## config.mk

```make
export PLATFORM = sky130hd
export DESIGN_NAME = limit_alert_ctrl
export DESIGN_NICKNAME = d
export VERILOG_FILES = /design/src/rtl/alert_pkg.sv /design/src/rtl/alert_slot.sv /design/src/rtl/alert_event_flags.sv /design/src/rtl/limit_alert_ctrl.sv
export SDC_FILE = /design/constraint.sdc
export NUM_CORES = 1
export LEC_CHECK = 0
export BUFFER_PORTS_ARGS = -buffer_cell sky130_fd_sc_hd__buf_2
export CORE_MARGIN = 2
export CORE_UTILIZATION = 50
export CTS_BUF_LIST = sky130_fd_sc_hd__clkbuf_8
export DETAILED_ROUTE_END_ITERATION = 8
export PLACE_DENSITY = 0.82
export RECOVER_POWER = 50
export SYNTH_ARGS = -nofsm -noshare
export SYNTH_HDL_FRONTEND = slang
export SYNTH_HIERARCHICAL = 1
export SYNTH_SLANG_ARGS = --single-unit
```

## constraint.sdc

```tcl
create_clock -name clk -period 1.5 [get_ports clk]
set_clock_uncertainty 0.15 [all_clocks]
set_input_delay 0.375 -clock clk [delete_from_list [all_inputs] [get_ports clk]]
set_output_delay 0.375 -clock clk [all_outputs]
set_load 0.02 [all_outputs]
```

## src/rtl/alert_pkg.sv

```systemverilog
package alert_pkg;
    localparam int DW        = 16;
    localparam int NCH       = 2;
    localparam int NSLOT     = 2;
    localparam int CHSEL_W   = 2;
    localparam int TYPE_W    = 3;
    localparam int FLAG_W    = 16;
    localparam int SLOT_BIT0 = 12;
    localparam int OVF_BIT0  = 8;
    localparam int CVR_BIT   = 7;

    typedef enum logic [TYPE_W-1:0] {
        CMP_OFF      = 3'd0,
        CMP_SH_OVER  = 3'd1,
        CMP_SH_UNDER = 3'd2,
        CMP_BUS_OVER = 3'd3,
        CMP_BUS_UNDR = 3'd4,
        CMP_PWR_OVER = 3'd5,
        CMP_RSV6     = 3'd6,
        CMP_RSV7     = 3'd7
    } cmp_e;

    function automatic logic type_ok(input logic [TYPE_W-1:0] t);
        return (t >= 3'd1) && (t <= 3'd5);
    endfunction

    function automatic logic limit_hit(input cmp_e t,
                                       input logic [DW-1:0] sh,
                                       input logic [DW-1:0] bu,
                                       input logic [DW-1:0] pw,
                                       input logic [DW-1:0] lim);
        case (t)
            CMP_SH_OVER:  return $signed(sh) > $signed(lim);
            CMP_SH_UNDER: return $signed(sh) < $signed(lim);
            CMP_BUS_OVER: return bu[DW-2:0] > lim[DW-2:0];
            CMP_BUS_UNDR: return bu[DW-2:0] < lim[DW-2:0];
            CMP_PWR_OVER: return pw > lim;
            default:      return 1'b0;
        endcase
    endfunction
endpackage

```

## src/rtl/alert_slot.sv

```systemverilog
module alert_slot
    import alert_pkg::*;
#(
    parameter int N_CH = NCH,
    parameter int W    = DW
) (
    input  logic                 clk,
    input  logic                 rst_n,
    input  logic [CHSEL_W-1:0]   chan,
    input  logic [TYPE_W-1:0]    typ,
    input  logic [W-1:0]         limit,
    input  logic [N_CH*W-1:0]    shunt_all,
    input  logic [N_CH*W-1:0]    bus_all,
    input  logic [N_CH*W-1:0]    pwr_all,
    input  logic [N_CH-1:0]      res_valid,
    input  logic                 latch_en,
    input  logic                 flags_rd,
    output logic                 flag
);
    typedef struct packed {
        logic cond;
        logic flag;
    } slot_st_t;

    slot_st_t     st_d, st_q;
    logic         hit_d, upd_d, active_d, res_d;
    logic [W-1:0] sh_d, bu_d, pw_d;

    always_comb begin
        hit_d = 1'b0;
        upd_d = 1'b0;
        sh_d  = '0;
        bu_d  = '0;
        pw_d  = '0;
        for (int c = 0; c < N_CH; c++) begin
            if (chan == CHSEL_W'(c)) begin
                hit_d = 1'b1;
                upd_d = res_valid[c];
                sh_d  = shunt_all[c*W +: W];
                bu_d  = bus_all[c*W +: W];
                pw_d  = pwr_all[c*W +: W];
            end
        end
        active_d = hit_d && type_ok(typ);
        res_d    = limit_hit(cmp_e'(typ), sh_d, bu_d, pw_d, limit);

        st_d = st_q;
        if (active_d && upd_d) st_d.cond = res_d;
        if (latch_en) begin
            if (active_d && upd_d && res_d)
                st_d.flag = 1'b1;
            else if (active_d && flags_rd && !st_d.cond)
                st_d.flag = 1'b0;
        end else if (active_d && upd_d) begin
            st_d.flag = res_d;
        end
    end

    always_ff @(posedge clk or negedge rst_n) begin
        if (!rst_n) st_q <= '0;
        else        st_q <= st_d;
    end

    assign flag = st_q.flag;

    // a slot with reserved configuration leaves its flag untouched
    p_reserved_hold_r4: assert property (@(posedge clk) disable iff (!rst_n)
        !active_d |=> $stable(st_q.flag));

    // in latched mode only a read can take the flag down
    p_latched_hold_r7: assert property (@(posedge clk) disable iff (!rst_n)
        (latch_en && st_q.flag && !flags_rd) |=> st_q.flag);

    // no publication on the watched channel means no change
    p_own_channel_r5: assert property (@(posedge clk) disable iff (!rst_n)
        (!upd_d && !flags_rd) |=> $stable(st_q.flag));
endmodule

```

## src/rtl/alert_event_flags.sv

```systemverilog
module alert_event_flags
    import alert_pkg::*;
#(
    parameter int N_CH = NCH
) (
    input  logic            clk,
    input  logic            rst_n,
    input  logic            conv_done,
    input  logic            flags_rd,
    input  logic [N_CH-1:0] energy_ovf,
    input  logic [N_CH-1:0] ch_enable,
    input  logic [N_CH-1:0] acc_clr,
    output logic            cvr_flag,
    output logic [N_CH-1:0] ovf_flag
);
    typedef struct packed {
        logic            cvr;
        logic [N_CH-1:0] ovf;
    } ev_st_t;

    ev_st_t ev_d, ev_q;

    always_comb begin
        ev_d = ev_q;
        if (conv_done)     ev_d.cvr = 1'b1;
        else if (flags_rd) ev_d.cvr = 1'b0;
        for (int c = 0; c < N_CH; c++) begin
            if (energy_ovf[c] && ch_enable[c]) ev_d.ovf[c] = 1'b1;
            else if (acc_clr[c])               ev_d.ovf[c] = 1'b0;
        end
    end

    always_ff @(posedge clk or negedge rst_n) begin
        if (!rst_n) ev_q <= '0;
        else        ev_q <= ev_d;
    end

    assign cvr_flag = ev_q.cvr;
    assign ovf_flag = ev_q.ovf;

    // completion always sets the ready flag
    p_cvr_set_r9: assert property (@(posedge clk) disable iff (!rst_n)
        conv_done |=> cvr_flag);

    // a read without a completion clears it
    p_cvr_clear_r9: assert property (@(posedge clk) disable iff (!rst_n)
        (flags_rd && !conv_done) |=> !cvr_flag);

    for (genvar g = 0; g < N_CH; g++) begin : g_ovf_chk
        // a disabled or quiet channel cannot raise its overflow flag
        p_ovf_gate_r10: assert property (@(posedge clk) disable iff (!rst_n)
            (!ovf_flag[g] && !(energy_ovf[g] && ch_enable[g])) |=> !ovf_flag[g]);
    end
endmodule

```

## src/rtl/limit_alert_ctrl.sv

```systemverilog
module limit_alert_ctrl
    import alert_pkg::*;
#(
    parameter int N_CH   = NCH,
    parameter int N_SLOT = NSLOT,
    parameter int W      = DW
) (
    input  logic                       clk,
    input  logic                       rst_n,
    input  logic [N_CH*W-1:0]          shunt_res,
    input  logic [N_CH*W-1:0]          bus_res,
    input  logic [N_CH*W-1:0]          pwr_res,
    input  logic [N_CH-1:0]            res_valid,
    input  logic                       conv_done,
    input  logic [N_CH-1:0]            energy_ovf,
    input  logic [N_CH-1:0]            ch_enable,
    input  logic [N_CH-1:0]            acc_clr,
    input  logic [N_SLOT*CHSEL_W-1:0]  slot_chan,
    input  logic [N_SLOT*TYPE_W-1:0]   slot_type,
    input  logic [N_SLOT*W-1:0]        slot_limit,
    input  logic                       latch_en,
    input  logic                       alert_pol,
    input  logic                       cvr_mask,
    input  logic                       ovf_mask,
    input  logic                       flags_rd,
    output logic                       alert_pin,
    output logic [FLAG_W-1:0]          flags
);
    logic [N_SLOT-1:0] slot_flag;
    logic              cvr_flag;
    logic [N_CH-1:0]   ovf_flag;
    logic              alert_act;

    for (genvar s = 0; s < N_SLOT; s++) begin : g_slot
        alert_slot #(.N_CH(N_CH), .W(W)) u_slot (
            .clk       (clk),
            .rst_n     (rst_n),
            .chan      (slot_chan[s*CHSEL_W +: CHSEL_W]),
            .typ       (slot_type[s*TYPE_W +: TYPE_W]),
            .limit     (slot_limit[s*W +: W]),
            .shunt_all (shunt_res),
            .bus_all   (bus_res),
            .pwr_all   (pwr_res),
            .res_valid (res_valid),
            .latch_en  (latch_en),
            .flags_rd  (flags_rd),
            .flag      (slot_flag[s])
        );
    end

    alert_event_flags #(.N_CH(N_CH)) u_events (
        .clk        (clk),
        .rst_n      (rst_n),
        .conv_done  (conv_done),
        .flags_rd   (flags_rd),
        .energy_ovf (energy_ovf),
        .ch_enable  (ch_enable),
        .acc_clr    (acc_clr),
        .cvr_flag   (cvr_flag),
        .ovf_flag   (ovf_flag)
    );

    always_comb begin
        flags = '0;
        for (int s = 0; s < N_SLOT; s++) flags[SLOT_BIT0 + s] = slot_flag[s];
        for (int c = 0; c < N_CH; c++)   flags[OVF_BIT0 + c]  = ovf_flag[c];
        flags[CVR_BIT] = cvr_flag;
        alert_act = (|slot_flag) || (cvr_mask && cvr_flag) || (ovf_mask && (|ovf_flag));
        alert_pin = alert_pol ? alert_act : !alert_act;
    end

    // with nothing flagged the pin rests at the inactive level
    p_idle_level_r8: assert property (@(posedge clk) disable iff (!rst_n)
        (flags == '0) |-> (alert_pin == !alert_pol));

    // any slot flag drives the pin active
    p_fault_active_r12: assert property (@(posedge clk) disable iff (!rst_n)
        (|flags[SLOT_BIT0 +: N_SLOT]) |-> (alert_pin == alert_pol));

    // a masked-in overflow drives the pin active
    p_ovf_active_r10: assert property (@(posedge clk) disable iff (!rst_n)
        (ovf_mask && (|flags[OVF_BIT0 +: N_CH])) |-> (alert_pin == alert_pol));
endmodule

```

# Word-level counts from Yosys, hierarchy flattened
# Cells that the tools add are included.
totals:
  register_bits: 7
  input_bits: 154
  output_inout_bits: 17
  wordCells: 106
classes:
  n_lt_le_gt_ge: 14
  eq_ne: 14
  muxes: 39
  n_reduce_logical: 32
ops:
  columns: ["operator", "n"]
  rows:
  - ["$mux W16", 8]
  - ["$gt A16 B16 Y1", 4]
  - ["$mux W15", 4]
  - ["$lt A16 B16 Y1", 2]
  - ["$gt A15 B15 Y1", 2]
  - ["$lt A15 B15 Y1", 2]
  - ["$mux W1", 25]
  - ["$logic_and A1 B1 Y1", 16]
  - ["$eq A3 B2 Y1 const B", 4]
  - ["$eq A3 B3 Y1 const B", 4]
  - ["$pmux W1 S5", 2]
  - ["$reduce_bool A2 Y1", 5]
  - ["$eq A3 B1 Y1 const B", 2]
  - ["$ge A3 B1 Y1 const B", 2]
  - ["$le A3 B3 Y1 const B", 2]
  - ["$ne A3 B1 Y1 const B", 2]
  - ["$eq A2 B1 Y1 const B", 2]
  - ["$logic_not A2 Y1", 2]
  - ["$reduce_and A2 Y1", 2]
  - ["$reduce_or A2 Y1", 2]
  - ["$logic_not A1 Y1", 3]
  - ["$logic_or A1 B1 Y1", 2]

# Logic depth before layout (Yosys ltp)
# Gate-level depths: netlist (run 1).
depth:
  ltp_word: 11
  ltp_mapped: 13
  mapped_depth_nobuf: 10

# Cells and area by module
# Netlist (run 1), hierarchy kept.
modules_own_cells:
  columns: ["mod", "instances", "cells_per_inst", "area_per_inst_um2", "seq_area_each_um2"]
  rows:
  - ["alert_slot (g_slot[1].u_slot)", 1, 265, 1995.7, 50.0]
  - ["alert_slot (g_slot[0].u_slot)", 1, 258, 1945.6, 50.0]
  - ["limit_alert_ctrl", 1, 17, 123.9, 0.0]
  - ["alert_event_flags", 1, 11, 118.9, 75.1]

# Worst setup path before layout (run 1)
# OpenSTA, ideal clock, no wires.
synth_timing:
  kind: "input-to-reg"
  from: "input slot_chan[0]"
  to: "register g_slot[0].u_slot.st_q (netlist bit g_slot[0].u_slot/flag)"
  setup_time_ps: 64
  arrival_ps: 3423
  required_time_ps: 1286
  slack_ps: -2137
  stages: 12
  n_path_buf: 2
  cell_sequence: "buf_1 > clkbuf_1 > mux2i_1 > nor2_1 > ha_1 > a21oi_2 > o21bai_1 > o31a_1 > or4_4 > a2111o_1 > a41oi_2 > a21o_1"
synth_via:
  elab_chain_cells: 10
  word_cells_on_any_way: 31
  cone_classes: "order compare: 5; eq/ne: 2; mux: 15; reduce/logical: 9"
synth_rtl:
  columns: ["item", "line_no", "text"]
  rows:
  - ["start: declaration", "limit_alert_ctrl.sv:18", "input logic [N_SLOT*CHSEL_W-1:0] slot_chan,"]
  - ["$logic_not A2 Y1", "alert_slot.sv:36", "if (chan == CHSEL_W'(c)) begin"]
  - ["$mux W16 (tied with other cells) (2 in a row)", "alert_slot.sv:36", null]
  - ["$gt A16 B16 Y1 (tied with other cells)", "alert_pkg.sv:37", "CMP_PWR_OVER: return pw > lim;"]
  - ["$pmux W1 S5 or $logic_and A1 B1 Y1 (tied branches)", null, null]
  - ["$mux W1", "alert_slot.sv:48", "if (active_d && upd_d) st_d.cond = res_d;"]
  - ["$logic_not A1 Y1", "alert_slot.sv:52", "else if (active_d && flags_rd && !st_d.cond)"]
  - ["$logic_and A1 B1 Y1", "alert_slot.sv:52", null]
  - ["$ne A3 B1 Y1 (no line)", null, null]
  - ["$reduce_and A2 Y1 (no line)", null, null]
  - ["end signal: assignment", "alert_slot.sv:61", "else st_q <= st_d;"]
  - ["end: declaration", "alert_slot.sv:25", "slot_st_t st_d, st_q;"]
# Several ways; a longest one is shown, not always the timed one. The select of a mux whose other input is x is not followed.
# A chain may end at the register's enable or synchronous reset.

# Final worst setup path (run 1)
# Same ends and word-level chain as after synthesis.

==> impl_metrics.py, run 1 <==
metrics = {
    "synth": {
        "synth_top_area_frac": 0.281,
        "async_flop_share": 1.00,
        "avgSynthCellArea_sq_um": 7.59,
        "ys_types": 57,
        "ys_seq_area_frac": 0.0419,
        "yosys_warnings": 6,
        "synth_seq_cells": 7,
        "synth_largest_area_cell": "ha_1",
        "synth_ff_type": "dfrtp_1",
        "synth_area_sq_um": 4180,
        "syn_inst": 551,
        "synth_enable_flop_cells": 0,
        "yosys-top-cells-area": "ha_1 28%, mux2i_1 24%, nor2_1 9.1%",
    },
    "finish": {
        "diodes": 0,
        "syn2layout_area_growth_pct": 48.1,
        "layout_commonest_cell": "buf_2",
        "drive_above_1_share": 0.389,
        "final_util": 0.758,
        "final_cell_mix": "152 x buf_2, 101 x nor2_1, 101 x buf_4",
        "finish.instance_area_sq_um": 6190,
        "finalNetCount": 1052,
        "fin_cells": 908,
    },
    "route": {
        "totalWireLength_microns": 16600,
        "ant_nets": 0,
        "drc": 0,
        "drt_iter0_drc": 281,
        "vias": 5199,
        "viasPerCell": 5.73,
        "wl_per_cell_microns": 18.3,
        "first_pass_iters": 5,
    },
    "global_route": {
        "antenna_found_initial": 0,
        "grt_max_degree": 17,
        "grt_overflow": 0,
        "grt_pass1_wl_microns": 25000,
        "gr-usage-all-layers": 0.355,
        "grt_pass1_vias": 5178,
    },
    "placement": {
        "post-dp-hpwl_microns": 13600,
        "place_congestion": 1.03,
        "dpl_cell_area_sq_um": 5820,
        "io_buffers": 157,
        "place_inst": 894,
        "place_ws_ns": -1.75,
    },
    "power": {
        "seqPwrFrac": 0.097,
        "internal-power_mw": 1.32,
        "power_frac_clock": 0.109,
        "vdd_ir_drop_max_uv": 508,
        "p_leak_nw": 3.51,
        "power_mw": 2.39,
        "power.density_nw_per_um2": 386,
        "p_sw_frac": 0.448,
        "combPwrFrac": 0.794,
        "power.net_switching_mw": 1.07,
    },
    "run_status": {
        "violations": "setup timing",
        "outcome": "finished, violations left",
    },
    "floorplanning": {
        "initial_core_util": 0.512,
        "die-area_sq_um": 9120,
        "die_w_microns": 95.5,
        "die_h_microns": 95.5,
        "rows": 33,
        "ios": 171,
        "coreArea_sq_um": 8180,
    },
    "worst_setup_path": {
        "critPathLaunch": "slot_chan[0]",
        "slowest_stage": "or4_4",
        "max_stage_delay_ns": 0.53,
        "r2r-start": "g_slot[1].u_slot/st_q[1]",
        "r2r_slack_ns": 0.33,
        "crit_required_ns": 1.52,
        "cp.arrival_ns": 2.99,
        "crit_fanout": 3,
        "endpoint_kind": "register",
        "cp_common_cell": "buf_12",
        "start_kind": "input pin",
        "path_cells": "buf_12 > buf_16 > buf_12 > mux2i_1 > nor2_1 > ha_1 > nor2b_1 > o211ai_1 > a21boi_2 > or4_4 > a2111o_1 > a41oi_2 > a21o_1",
        "crit_type": "input pin to register",
    },
    "clock_tree": {
        "clock_latency_ns": 0.23,
        "path_clk_slew_ns": 0.04,
        "cts.path.max_buffers": 2,
        "cts.sinks": 7,
        "htree_levels": 1,
        "cts_tree": "done",
        "cts_root_buf": "clkbuf_8",
        "cts-buffers-inserted": 3,
    },
    "timing": {
        "fin_crit_sh": 1.98,
        "fin_crit_ns": 2.97,
        "fmax_ghz": 0.337,
        "hold_viol": 0,
        "setup_violations": 5,
        "rsz0062_at_grt": "true",
        "hold_ws_ns": 0.188,
        "setup-tns-final_ns": -5.45,
        "fin_ws_ns": -1.47,
        "slew_viol_final": 0,
    },
    "hold_path": {
        "hold_class": "input pin to register",
        "min_from": "acc_clr[0]",
    },
    "flow_run": {
        "max_cap_viol_count": 0,
    },
}
-- area by class of cell --
type,count,area (sq um)
Clock buffer,3,41.3
Clock inverter,1,3.75
Fill cell,616,1980
Inverter,39,146
Multi-Input combinational cell,482,3860
Sequential cell,7,175
Tap cell,105,131
Timing Repair Buffer,271,1830
-- synth_stat cells (2+ instances only) --
cell and n:
buf_1 2, or2_2 7, a21o_1 7, nand4_1 17, nand4b_1 2, nor3b_1 2
buf_2 5, a2111oi_2 2, clkbuf_1 14, nand3b_1 2, dfrtp_1 7, a211oi_1 6
nor3_1 4, ha_1 94, buf_4 12, o21ai_2 2, nor2b_1 4, nand3_1 12
o21ai_0 6, inv_1 39, mux2i_1 100, and4_1 2, o31ai_1 3, a21oi_1 36
nor2_1 101, o21a_1 2, o211ai_1 3, o21bai_1 3, nor4_1 2, nand2_1 23
nor3_2 2, o31a_1 2, a211o_1 2
-- sequential cells by signal, summed over array words and instances, names as in the netlist --
| register | flops |
|---|---|
| g_slot.u_slot/flag | 2 |
| g_slot.u_slot/st_q | 2 |
| u_events/ovf_flag | 2 |
| u_events/cvr_flag | 1 |
-- power by group through the flow --
stage / clock network, mW / logic [mW] / registers, mW
floorplan: 0 / 0.960 / 0.244
global placement: 0 / 1.64 / 0.232
detailed placement: 0 / 1.70 / 0.233
CTS: 0.265 / 1.82 / 0.231
global route: 0.276 / 2.05 / 0.234
finish: 0.261 / 1.90 / 0.232
-- layer usage --
layer | global-route usage | part of all wire
met5 | 0 | 0
met4 | 0.0917 | 0.030
met3 | 0.0340 | 0.054
met2 | 0.652 | 0.50
met1 | 0.440 | 0.41
-- timing repair --
action	4_1_cts	5_1_grt
setup buffers	6	1
hold endpoints to repair	7	0
resized for setup	40	8
pin swaps	26	10
hold buffers	1	0
endpoints found under the setup margin	5	5
gates cloned	2	0
-- path summary, 6_finish.rpt --
path | to | cells past startpoint
setup reg to reg | g_slot[1].u_slot/flag | 6
max in group asynchronous | u_events/ovf_flag[1] | 2
hold / removal | u_events/ovf_flag[0] | 2
min in group asynchronous | g_slot[1].u_slot/flag | 2
setup / recovery | g_slot[0].u_slot/flag | 13
hold reg to reg | g_slot[0].u_slot/st_q[1] | 1
-- logic make-up after synthesis --
family / count (synthesis) / share of synthesized area
AOI/OAI and AO/OA: 88 / 0.145
xor gates and xnor gates: 1 / 0.00209
adders and majority gates: 94 / 0.281
buffers and inverters: 72 / 0.0769
DFF: 7 / 0.0419
muxes: 101 / 0.242
other: 1 / 0.000896
and+or+nand+nor: 187 / 0.211
-- critical path, delay by kind of cell --
| family | cells | cell delay (ns) |
|---|---|---|
| fa+ha+maj | 1 | 0.29 |
| mux | 1 | 0.13 |
| buf+inv | 3 | 0.37 |
| simple gates | 3 | 0.73 |
| compound gates | 5 | 1.08 |
No activity file was read; power rests on OpenSTA's default activity.
==> run 2: changes to the inputs <==
ABC_CLOCK_PERIOD_IN_PS = 3290   (was unset)
clock period = 3.29 ns   (was 1.5 ns; I/O delays follow)
==> impl_metrics.py, run 2 (synthesis gave the netlist of run 1 again) <==
metrics = {
    "clock_tree": {
        "cts-buffers-inserted": 3,
        "path_clk_slew_ns": 0.04,
        "cts_root_buf": "clkbuf_8",
        "cts.sinks": 7,
        "htree_levels": 1,
        "cts_tree": "done",
        "clock_latency_ns": 0.23,
        "cts.path.max_buffers": 2,
    },
    "power": {
        "power_frac_clock": 0.119,
        "power.density_nw_per_um2": 176,
        "power_mw": 1.02,
        "power.net_switching_mw": 0.465,
        "p_sw_frac": 0.457,
        "vdd_ir_drop_max_uv": 249,
        "internal-power_mw": 0.552,
        "p_leak_nw": 3.27,
        "combPwrFrac": 0.777,
        "seqPwrFrac": 0.104,
    },
    "timing": {
        "fin_ws_ns": -0.223,
        "fin_crit_ns": 3.51,
        "fmax_ghz": 0.285,
        "slew_headroom": 0.591,
        "rsz0062_at_grt": "true",
        "slew_viol_final": 0,
        "tightest_slew_ns": 0.609,
        "fin_crit_sh": 1.07,
        "hold_viol": 0,
        "setup_violations": 2,
    },
    "route": {
        "vias": 5032,
        "drt_iter0_drc": 306,
        "ant_nets": 0,
        "first_pass_iters": 4,
        "viasPerCell": 5.84,
        "totalWireLength_microns": 15100,
        "drc": 0,
        "wl_per_cell_microns": 17.6,
    },
    "worst_setup_path": {
        "cp.arrival_ns": 3.53,
        "rr_worst_depth": 6,
        "r2r-end": "g_slot[1].u_slot/flag",
        "r2r_slack_ns": 2.03,
        "critPathLaunch": "slot_chan[0]",
        "crit_fanout": 5,
        "crit_type": "input pin to register",
        "r2r-start": "g_slot[1].u_slot/st_q[1]",
        "endpoint_kind": "register",
        "crit_required_ns": 3.31,
        "crit_end": "g_slot[0].u_slot/st_q[1]",
        "start_kind": "input pin",
    },
    "global_route": {
        "antenna_found_initial": 0,
        "grt_pass1_vias": 4809,
        "grt_pass1_wl_microns": 22500,
        "grt_max_degree": 24,
        "gr-usage-all-layers": 0.315,
        "grt_overflow": 0,
    },
    "placement": {
        "dpl_cell_area_sq_um": 5420,
        "place_congestion": 0.960,
        "io_buffers": 157,
        "post-dp-hpwl_microns": 12600,
    },
    "finish": {
        "diodes": 0,
        "layout_commonest_cell": "buf_2",
        "finalNetCount": 1005,
        "finish.instance_area_sq_um": 5780,
        "final_cell_mix": "153 x buf_2, 101 x nor2_1, 93 x mux2i_1, 93 x ha_1, 58 x buf_4",
        "syn2layout_area_growth_pct": 38.1,
        "drive_above_1_share": 0.347,
        "final_util": 0.707,
    },
    "hold_path": {
        "hold_class": "input pin to asynchronous set/reset pin",
    },
    "floorplanning": {
        "die_w_microns": 95.5,
        "rows": 33,
        "die-area_sq_um": 9120,
        "coreArea_sq_um": 8180,
        "ios": 171,
        "die_h_microns": 95.5,
        "initial_core_util": 0.512,
    },
    "run_status": {
        "violations": "setup timing",
        "outcome": "finished, violations left",
    },
    "flow_run": {
        "max_cap_viol_count": 0,
    },
}
-- run 2: worst min path at each step --
stage / start / endpoint / cells after the start
4_1_cts: rst_n / g_slot[1].u_slot/st_q[1] / 1
5_1_grt: rst_n / g_slot[1].u_slot/flag / 1
3_5_place_dp: g_slot[0].u_slot/st_q[1] / g_slot[0].u_slot/st_q[1] / 1
2_1_floorplan: g_slot[0].u_slot/st_q[1] / g_slot[0].u_slot/st_q[1] / 1
3_3_place_gp: g_slot[0].u_slot/st_q[1] / g_slot[0].u_slot/st_q[1] / 1
6_report: rst_n / g_slot[1].u_slot/st_q[1] / 1
-- run 2: stage by stage --
step	TNS [ns]	hold WS [ns]	setup WS (ns)	cells
after CTS	-0.224	0.272	-0.119	854
after floorplan	-0.247	0.291	-0.124	561
final	-0.432	0.336	-0.223	861
after global routing	-0.480	0.369	-0.232	861
after global placement	-0.818	0.300	-0.379	845
after detailed placement	-1.08	0.338	-0.440	845
-- run 2: what timing repair did --
item,in CTS,in global routing
pin swaps,11,14
hold buffers,0,0
setup endpoints to repair,2,4
gates resized for setup,12,29
setup buffers,3,6
cloned,2,1
-- run 2: cell type report --
class,count,area (sq um)
sequential,7,175
tap,105,131
inverter,39,146
fill,632,2400
clock buffer,3,41.3
timing repair buffer,224,1440
clock inverter,1,3.75
multi-input combinational,482,3840
-- run 2: routing by layer --
layer  up-vias  track usage  share of wire
li1       2392            -              -
met1      2355        0.378           0.39
met2       239        0.577           0.51
met3        46       0.0332          0.069
met4         0        0.111          0.033
met5         -            0              0
-- run 2: critical path, cell delays in order --
cell and delay (ns):
buf_12 0.12, buf_8 0.11, mux2i_2 0.22, nor2_1 0.07
ha_1 0.33, nor2b_4 0.14, o211ai_1 0.29, a21boi_2 0.12
or4_4 0.52, a2111o_1 0.40, a41oi_2 0.26, a21o_1 0.13
-- run 2: power by group through the flow --
stage	sequential [mW]	combinational, mW	clock (mW)
floorplan	0.111	0.430	0
global placement	0.106	0.687	0
detailed placement	0.107	0.716	0
CTS	0.106	0.740	0.122
global route	0.108	0.859	0.128
finish	0.106	0.790	0.121
